$ cat src/rtl/cache_pkg.sv
package cache_pkg;
    localparam int ADDR_W = 8;
    localparam int DATA_W = 8;
    localparam int OFF_W  = 2;
    localparam int IDX_W  = 3;
    localparam int TAG_W  = ADDR_W - OFF_W - IDX_W;

    typedef enum logic [2:0] {
        ST_IDLE,
        ST_COMPARE,
        ST_WRITEBACK,
        ST_REFILL,
        ST_WTHRU,
        ST_RESPOND,
        ST_FLUSH
    } ctrl_state_e;

    typedef struct packed {
        ctrl_state_e         st;
        logic [ADDR_W-1:0]   addr;
        logic                we;
        logic [DATA_W-1:0]   wdata;
        logic [OFF_W-1:0]    beat;
        logic [IDX_W-1:0]    fidx;
        logic                flushing;
        logic [DATA_W-1:0]   rdata;
        logic                done;
    } ctrl_regs_t;
endpackage

$ cat src/rtl/cache_store.sv
module cache_store #(
    parameter int IDX_W  = cache_pkg::IDX_W,
    parameter int OFF_W  = cache_pkg::OFF_W,
    parameter int TAG_W  = cache_pkg::TAG_W,
    parameter int DATA_W = cache_pkg::DATA_W
) (
    input  logic              clk,
    input  logic              rst_n,
    input  logic [IDX_W-1:0]  idx,
    input  logic [OFF_W-1:0]  off,
    input  logic [TAG_W-1:0]  tag_in,
    input  logic              wr_en,
    input  logic [DATA_W-1:0] wr_byte,
    input  logic              install,
    input  logic              dirty_set,
    input  logic              dirty_clr,
    output logic              line_valid,
    output logic              line_dirty,
    output logic [TAG_W-1:0]  line_tag,
    output logic [DATA_W-1:0] rd_byte
);
    localparam int LINES = 1 << IDX_W;
    localparam int BYTES = LINES << OFF_W;

    logic [LINES-1:0]  valid_q, valid_d, dirty_q, dirty_d;
    logic [TAG_W-1:0]  tag_q  [LINES];
    logic [TAG_W-1:0]  tag_d  [LINES];
    logic [DATA_W-1:0] data_q [BYTES];
    logic [DATA_W-1:0] data_d [BYTES];

    assign line_valid = valid_q[idx];
    assign line_dirty = dirty_q[idx];
    assign line_tag   = tag_q[idx];
    assign rd_byte    = data_q[{idx, off}];

    always_comb begin
        valid_d = valid_q;
        dirty_d = dirty_q;
        tag_d   = tag_q;
        data_d  = data_q;
        if (wr_en)
            data_d[{idx, off}] = wr_byte;
        if (install) begin
            tag_d[idx]   = tag_in;
            valid_d[idx] = 1'b1;
            dirty_d[idx] = 1'b0;
        end
        if (dirty_set)
            dirty_d[idx] = 1'b1;
        if (dirty_clr)
            dirty_d[idx] = 1'b0;
    end

    always_ff @(posedge clk) begin
        if (!rst_n) begin
            valid_q <= '0;
            dirty_q <= '0;
        end else begin
            valid_q <= valid_d;
            dirty_q <= dirty_d;
        end
    end

    always_ff @(posedge clk) begin
        tag_q  <= tag_d;
        data_q <= data_d;
    end
endmodule

$ cat src/rtl/cache_ctrl.sv
module cache_ctrl
    import cache_pkg::*;
(
    input  logic              clk,
    input  logic              rst_n,
    input  logic              wb_mode,
    input  logic              flush_req,
    output logic              flush_done,
    input  logic              cpu_req,
    input  logic              cpu_we,
    input  logic [ADDR_W-1:0] cpu_addr,
    input  logic [DATA_W-1:0] cpu_wdata,
    output logic [DATA_W-1:0] cpu_rdata,
    output logic              cpu_ready,
    output logic              mem_req,
    output logic              mem_we,
    output logic [ADDR_W-1:0] mem_addr,
    output logic [DATA_W-1:0] mem_wdata,
    input  logic [DATA_W-1:0] mem_rdata,
    input  logic              mem_ack,
    output logic [IDX_W-1:0]  s_idx,
    output logic [OFF_W-1:0]  s_off,
    output logic [TAG_W-1:0]  s_tag,
    output logic              s_wr_en,
    output logic [DATA_W-1:0] s_wr_byte,
    output logic              s_install,
    output logic              s_dirty_set,
    output logic              s_dirty_clr,
    input  logic              s_valid,
    input  logic              s_dirty,
    input  logic [TAG_W-1:0]  s_line_tag,
    input  logic [DATA_W-1:0] s_rd_byte
);
    ctrl_regs_t r_q, r_d;
    logic       hit;
    logic       beat_phase;

    assign beat_phase = (r_q.st == ST_WRITEBACK) || (r_q.st == ST_REFILL);
    assign s_idx      = r_q.flushing ? r_q.fidx : r_q.addr[OFF_W +: IDX_W];
    assign s_off      = beat_phase ? r_q.beat : r_q.addr[OFF_W-1:0];
    assign s_tag      = r_q.addr[ADDR_W-1 -: TAG_W];
    assign hit        = s_valid && (s_line_tag == s_tag);
    assign s_wr_byte  = (r_q.st == ST_REFILL) ? mem_rdata : r_q.wdata;

    assign mem_req    = beat_phase || (r_q.st == ST_WTHRU);
    assign mem_we     = (r_q.st != ST_REFILL);
    assign mem_wdata  = (r_q.st == ST_WRITEBACK) ? s_rd_byte : r_q.wdata;
    always_comb begin
        case (r_q.st)
            ST_WRITEBACK: mem_addr = {s_line_tag, s_idx, r_q.beat};
            ST_REFILL:    mem_addr = {s_tag, s_idx, r_q.beat};
            default:      mem_addr = r_q.addr;
        endcase
    end

    assign cpu_ready  = (r_q.st == ST_RESPOND);
    assign cpu_rdata  = r_q.rdata;
    assign flush_done = r_q.done;

    always_comb begin
        r_d         = r_q;
        r_d.done    = 1'b0;
        s_wr_en     = 1'b0;
        s_install   = 1'b0;
        s_dirty_set = 1'b0;
        s_dirty_clr = 1'b0;
        case (r_q.st)
            ST_IDLE: begin
                if (flush_req) begin
                    r_d.flushing = 1'b1;
                    r_d.fidx     = '0;
                    r_d.st       = ST_FLUSH;
                end else if (cpu_req) begin
                    r_d.addr  = cpu_addr;
                    r_d.we    = cpu_we;
                    r_d.wdata = cpu_wdata;
                    r_d.st    = ST_COMPARE;
                end
            end
            ST_COMPARE: begin
                r_d.beat = '0;
                if (hit) begin
                    if (!r_q.we) begin
                        r_d.rdata = s_rd_byte;
                        r_d.st    = ST_RESPOND;
                    end else begin
                        s_wr_en     = 1'b1;
                        s_dirty_set = wb_mode;
                        r_d.st      = wb_mode ? ST_RESPOND : ST_WTHRU;
                    end
                end else begin
                    r_d.st = (s_valid && s_dirty) ? ST_WRITEBACK : ST_REFILL;
                end
            end
            ST_WRITEBACK: begin
                if (mem_ack) begin
                    r_d.beat = r_q.beat + 1'b1;
                    if (&r_q.beat) begin
                        if (r_q.flushing) begin
                            s_dirty_clr = 1'b1;
                            if (&r_q.fidx) begin
                                r_d.flushing = 1'b0;
                                r_d.done     = 1'b1;
                                r_d.st       = ST_IDLE;
                            end else begin
                                r_d.fidx = r_q.fidx + 1'b1;
                                r_d.st   = ST_FLUSH;
                            end
                        end else begin
                            r_d.st = ST_REFILL;
                        end
                    end
                end
            end
            ST_REFILL: begin
                if (mem_ack) begin
                    s_wr_en  = 1'b1;
                    r_d.beat = r_q.beat + 1'b1;
                    if (&r_q.beat) begin
                        s_install = 1'b1;
                        r_d.st    = ST_COMPARE;
                    end
                end
            end
            ST_WTHRU: begin
                if (mem_ack)
                    r_d.st = ST_RESPOND;
            end
            ST_RESPOND: r_d.st = ST_IDLE;
            ST_FLUSH: begin
                r_d.beat = '0;
                if (s_valid && s_dirty) begin
                    r_d.st = ST_WRITEBACK;
                end else if (&r_q.fidx) begin
                    r_d.flushing = 1'b0;
                    r_d.done     = 1'b1;
                    r_d.st       = ST_IDLE;
                end else begin
                    r_d.fidx = r_q.fidx + 1'b1;
                end
            end
            default: r_d.st = ST_IDLE;
        endcase
    end

    always_ff @(posedge clk) begin
        if (!rst_n) begin
            r_q    <= '0;
            r_q.st <= ST_IDLE;
        end else begin
            r_q <= r_d;
        end
    end

    assert_ready_pulse_R3: assert property (@(posedge clk) disable iff (!rst_n)
        cpu_ready |=> !cpu_ready);

    assert_req_hold_R12: assert property (@(posedge clk) disable iff (!rst_n)
        (mem_req && !mem_ack) |=> (mem_req && $stable(mem_addr) && $stable(mem_we)
                                   && $stable(mem_wdata)));

    assert_install_clean_R4: assert property (@(posedge clk) disable iff (!rst_n)
        s_install |=> (s_valid && !s_dirty && hit));

    assert_done_pulse_R10: assert property (@(posedge clk) disable iff (!rst_n)
        flush_done |=> (!flush_done && !mem_req));
endmodule

$ cat src/rtl/dm_byte_cache.sv
module dm_byte_cache
    import cache_pkg::*;
(
    input  logic              clk,
    input  logic              rst_n,
    input  logic              wb_mode,
    input  logic              flush_req,
    output logic              flush_done,
    input  logic              cpu_req,
    input  logic              cpu_we,
    input  logic [ADDR_W-1:0] cpu_addr,
    input  logic [DATA_W-1:0] cpu_wdata,
    output logic [DATA_W-1:0] cpu_rdata,
    output logic              cpu_ready,
    output logic              mem_req,
    output logic              mem_we,
    output logic [ADDR_W-1:0] mem_addr,
    output logic [DATA_W-1:0] mem_wdata,
    input  logic [DATA_W-1:0] mem_rdata,
    input  logic              mem_ack
);
    logic [IDX_W-1:0]  s_idx;
    logic [OFF_W-1:0]  s_off;
    logic [TAG_W-1:0]  s_tag, s_line_tag;
    logic              s_wr_en, s_install, s_dirty_set, s_dirty_clr;
    logic              s_valid, s_dirty;
    logic [DATA_W-1:0] s_wr_byte, s_rd_byte;

    cache_ctrl u_ctrl (
        .clk, .rst_n, .wb_mode, .flush_req, .flush_done,
        .cpu_req, .cpu_we, .cpu_addr, .cpu_wdata, .cpu_rdata, .cpu_ready,
        .mem_req, .mem_we, .mem_addr, .mem_wdata, .mem_rdata, .mem_ack,
        .s_idx, .s_off, .s_tag, .s_wr_en, .s_wr_byte, .s_install,
        .s_dirty_set, .s_dirty_clr, .s_valid, .s_dirty, .s_line_tag, .s_rd_byte
    );

    cache_store #(
        .IDX_W(IDX_W), .OFF_W(OFF_W), .TAG_W(TAG_W), .DATA_W(DATA_W)
    ) u_store (
        .clk, .rst_n,
        .idx(s_idx), .off(s_off), .tag_in(s_tag),
        .wr_en(s_wr_en), .wr_byte(s_wr_byte), .install(s_install),
        .dirty_set(s_dirty_set), .dirty_clr(s_dirty_clr),
        .line_valid(s_valid), .line_dirty(s_dirty),
        .line_tag(s_line_tag), .rd_byte(s_rd_byte)
    );
endmodule

$ cat config.mk
export PLATFORM = sky130hd
export DESIGN_NAME = dm_byte_cache
export DESIGN_NICKNAME = d
export VERILOG_FILES = /design/src/rtl/cache_pkg.sv /design/src/rtl/cache_store.sv /design/src/rtl/cache_ctrl.sv /design/src/rtl/dm_byte_cache.sv
export SDC_FILE = /design/constraint.sdc
export NUM_CORES = 1
export LEC_CHECK = 0
export CELL_PAD_IN_SITES_DETAIL_PLACEMENT = 0
export CELL_PAD_IN_SITES_GLOBAL_PLACEMENT = 1
export CORE_MARGIN = 5
export CORE_UTILIZATION = 51
export DETAILED_ROUTE_END_ITERATION = 6
export PLACE_DENSITY_LB_ADDON = 0.25
export SYNTH_ARGS = -nofsm -noshare
export SYNTH_HDL_FRONTEND = slang
export SYNTH_HIERARCHICAL = 1
export SYNTH_SLANG_ARGS = --single-unit
$ cat constraint.sdc
create_clock -name clk -period 5.4 [get_ports clk]
set_input_delay 0.81 -clock clk [delete_from_list [all_inputs] [get_ports clk]]
set_output_delay 0.81 -clock clk [all_outputs]
set_load 0.01 [all_outputs]
==> impl_metrics.ini <==
[worst_hold_path]
whs_path_depth = 2
hp-class = reg -> reg

[power]
vdd_ir_drop_max_mv = 0.340
clockPowerShare_pct = 34.1
leakagePower_nw = 5.11
finalPower_mw = 6.40
p_sw_mw = 1.77
power_density_nw_per_um2 = 403
pwr-share-comb_pct = 19.6
swShare_pct = 27.6
p_int_mw = 4.63
p_seq_share_pct = 46.4

[synth]
ys_top_cells_by_area = edfxtp_1 (61%), mux2i_1 (9.4%), dfxtp_1 (7.3%)
synth_cell_types = 70
synth-async-reset-ratio_pct = 0
synth_nets = 1011
ys_ff_latch = 331
syn-instance-count = 978
yosysTopAreaCellShare_pct = 60.5
synth_flop_cell = edfxtp_1
synth_top_area_cell = edfxtp_1
yosys_warnings = 6
syn_area_um2 = 13900
synth-edff-count = 280
seq_area_frac_synth_pct = 67.9
avgSynthCellArea_um2 = 14.2

[floorplanning]
ios = 59
dieArea_um2 = 30600
die_w_um = 175
coreArea_um2 = 26900
initial_core_util_pct = 51.7
rows = 60
fp.dieH_um = 175

[route]
postRouteWirelength_um = 33900
antenna_left = 0
firstDrtPassIters = 5
vias_per_cell = 6.07
via_count = 8523
wl_per_cell_um = 24.1
drt_iter0_markers = 661
drc_errors = 0

[setup_path]
cp_data_arrival_time_ns = 4.30
ff2ff_path_depth = 11
start_kind = register
critPathKind = reg -> out
cp.required_ns = 4.59
crit_fanout = 23
cp-end-kind = output pin

[clocking]
htreeDepth = 2
tritoncts = done
cts_buffers = 35
root_buffer = clkbuf_16
cts_hold_buf = 0
clk_latency_ns = 0.51
cts_resized = 0
clkTransAtPathRegs_ns = 0.06
cts_sinks = 331
clockBufferDepth = 3
cts_setup_buffers = 0

[sta]
setup_viol = 0
hold_violations = 0
fin_skew_ns = 0.0170
min_period_ns = 5.11
rsz0062_at_grt = false
slew_viol_final = 0
fmax_mhz = 196
min_period_over_period_pct = 94.7
slew-limit-headroom_pct = 41.1
setup_tns_ns = 0
worst_pin_slew_ns = 0.881

[final_layout]
drive_gt1_share_pct = 11.9
antenna_cells = 0
final_nets = 1072
fillers = 2081
final_cell_area_um2 = 15900
area_growth_pct = 14.1

[grt]
grt_usage_pct = 22.0
grt_pass1_vias = 8572
antenna_found_initial = 0
grt_max_degree = 33
grt_overflow = 0
grt_first_pass_wirelength_um = 51300

[placement]
post_dp_cell_area_um2 = 14800
portBuffers = 58
gp_congestion = 0.883
dpl.hpwl_um = 22300

[run_status]
run_status = finished clean

[job]
drv_cap = 0
-- synthesized netlist by cell type, types with 4 or more instances --
master     count
nor4_1        17
o2bb2ai_1      5
dfxtp_1       51
mux2i_1      131
a32oi_1        4
mux2_2        22
and2_1        10
buf_2         22
o21a_1         9
and3_1         5
a22oi_1        9
nand2_1       78
inv_1          6
o21ai_1        7
buf_4         15
nand3b_1       7
clkbuf_1      25
nor3_1         5
edfxtp_1     280
a221oi_1       5
nor2b_1        5
a21oi_1       34
xor2_1         4
nor2_1        52
nand4bb_1      6
buf_1          4
o21ai_0       18
nand3_1       12
o22ai_1       63
buf_6          7
-- path summary, 6_finish.rpt --
check / startpoint / end / slack, ns
setup / recovery: u_ctrl/r_q[34]$_SDFFE_PN0P_ / mem_wdata[4] / 0.29
hold / removal: u_ctrl/r_q[25]$_SDFFE_PN0P_ / u_ctrl/r_q[25]$_SDFFE_PN0P_ / 0.45
setup reg to reg: u_ctrl/r_q[9]$_SDFFE_PN0P_ / u_store/data_q[186]$_DFFE_PP_ / 0.35
hold reg to reg: u_ctrl/r_q[25]$_SDFFE_PN0P_ / u_ctrl/r_q[25]$_SDFFE_PN0P_ / 0.45
-- per-stage QoR --
stage,util (%),hold slack (ns),setup WS [ns],instances
detailed placement,55.1,0.448,0.435,1343
CTS,59.0,0.458,0.314,1404
finish,59.0,0.455,0.288,1404
global placement,55.1,0.446,0.550,1343
floorplan,-,0.437,0.894,978
global route,59.0,0.475,0.124,1404
-- worst max-delay path: stages, from the launching register on --
cell and delay [ns]:
dfxtp_1 0.47, nand2b_1 0.38, nand2_1 0.17, nand2_4 0.37, buf_4 0.45, mux2i_1 0.28, o22ai_1 0.15, nor4_1 0.44
nand2_1 0.24, mux2_2 0.33, clkdlybuf4s50_1 0.48
-- metal layers --
metal | routed length [um] | vias up | GRT usage, %
li1 | - | 3900 | -
met1 | 14600 | 4286 | 29.9
met2 | 16500 | 275 | 36.5
met3 | 1870 | 62 | 3.46
met4 | 922 | 0 | 7.23
met5 | 0 | - | 0
-- flip-flops by register name, indices dropped and copies added, names as in the netlist --
| signal | flops |
|---|---|
| u_ctrl/cpu_rdata | 8 |
| u_ctrl/flush_done | 1 |
| u_ctrl/r_q | 23 |
| u_ctrl/s_tag | 3 |
| u_store/data_q | 256 |
| u_store/dirty_q | 8 |
| u_store/tag_q | 24 |
| u_store/valid_q | 8 |
-- kinds of logic after synthesis --
group	after synthesis	synth area share, %
AO/OA/AOI/OAI	181	8.60
XOR/XNOR	4	0.252
adder cells (fa/ha/maj)	2	0.180
buffers and inverters	79	3.12
flip-flops	331	67.9
multiplexers	153	11.2
AND/OR/NAND/NOR	228	8.77
-- power by group through the flow --
stage               clock network [mW]  registers, mW  logic, mW
CTS                               2.22           2.96       1.25
global route                      2.33           2.97       1.34
finish                            2.18           2.96       1.25
global placement                     0           3.02       1.24
detailed placement                   0           3.02       1.25
floorplan                            0           2.98      0.821
-- cell type report --
class	instances	area, um^2	area share, %
inverters	6	22.5	0.142
well taps	341	427	2.69
clock inverters	14	87.6	0.552
multi-input cells	568	4040	25.5
flip-flops and latches	331	9430	59.5
clock buffers	47	952	6.00
repair buffers	97	898	5.67
-- placed cells by master (no fill, tap or decap), types with 3 or more instances in the layout --
cell type	n
a21o_1	3
a21oi_1	34
a221oi_1	5
a22oi_1	9
a32oi_1	4
and2_1	10
and3_1	5
buf_4	37
clkbuf_1	10
clkbuf_16	36
clkdlybuf4s50_1	58
clkinv_1	6
clkinv_2	3
dfxtp_1	51
edfxtp_1	280
inv_1	6
mux2_2	22
mux2i_1	131
nand2_1	77
nand2b_1	3
nand3_1	12
nand3b_1	7
nand4b_2	3
nand4bb_1	6
nor2_1	52
nor2b_1	5
nor3_1	5
nor3b_1	3
nor4_1	17
o21a_1	9
o21ai_0	18
o21ai_1	7
o22ai_1	63
o2bb2ai_1	5
or4b_1	3
xor2_1	4
No activity file was read; power rests on OpenSTA's default activity.
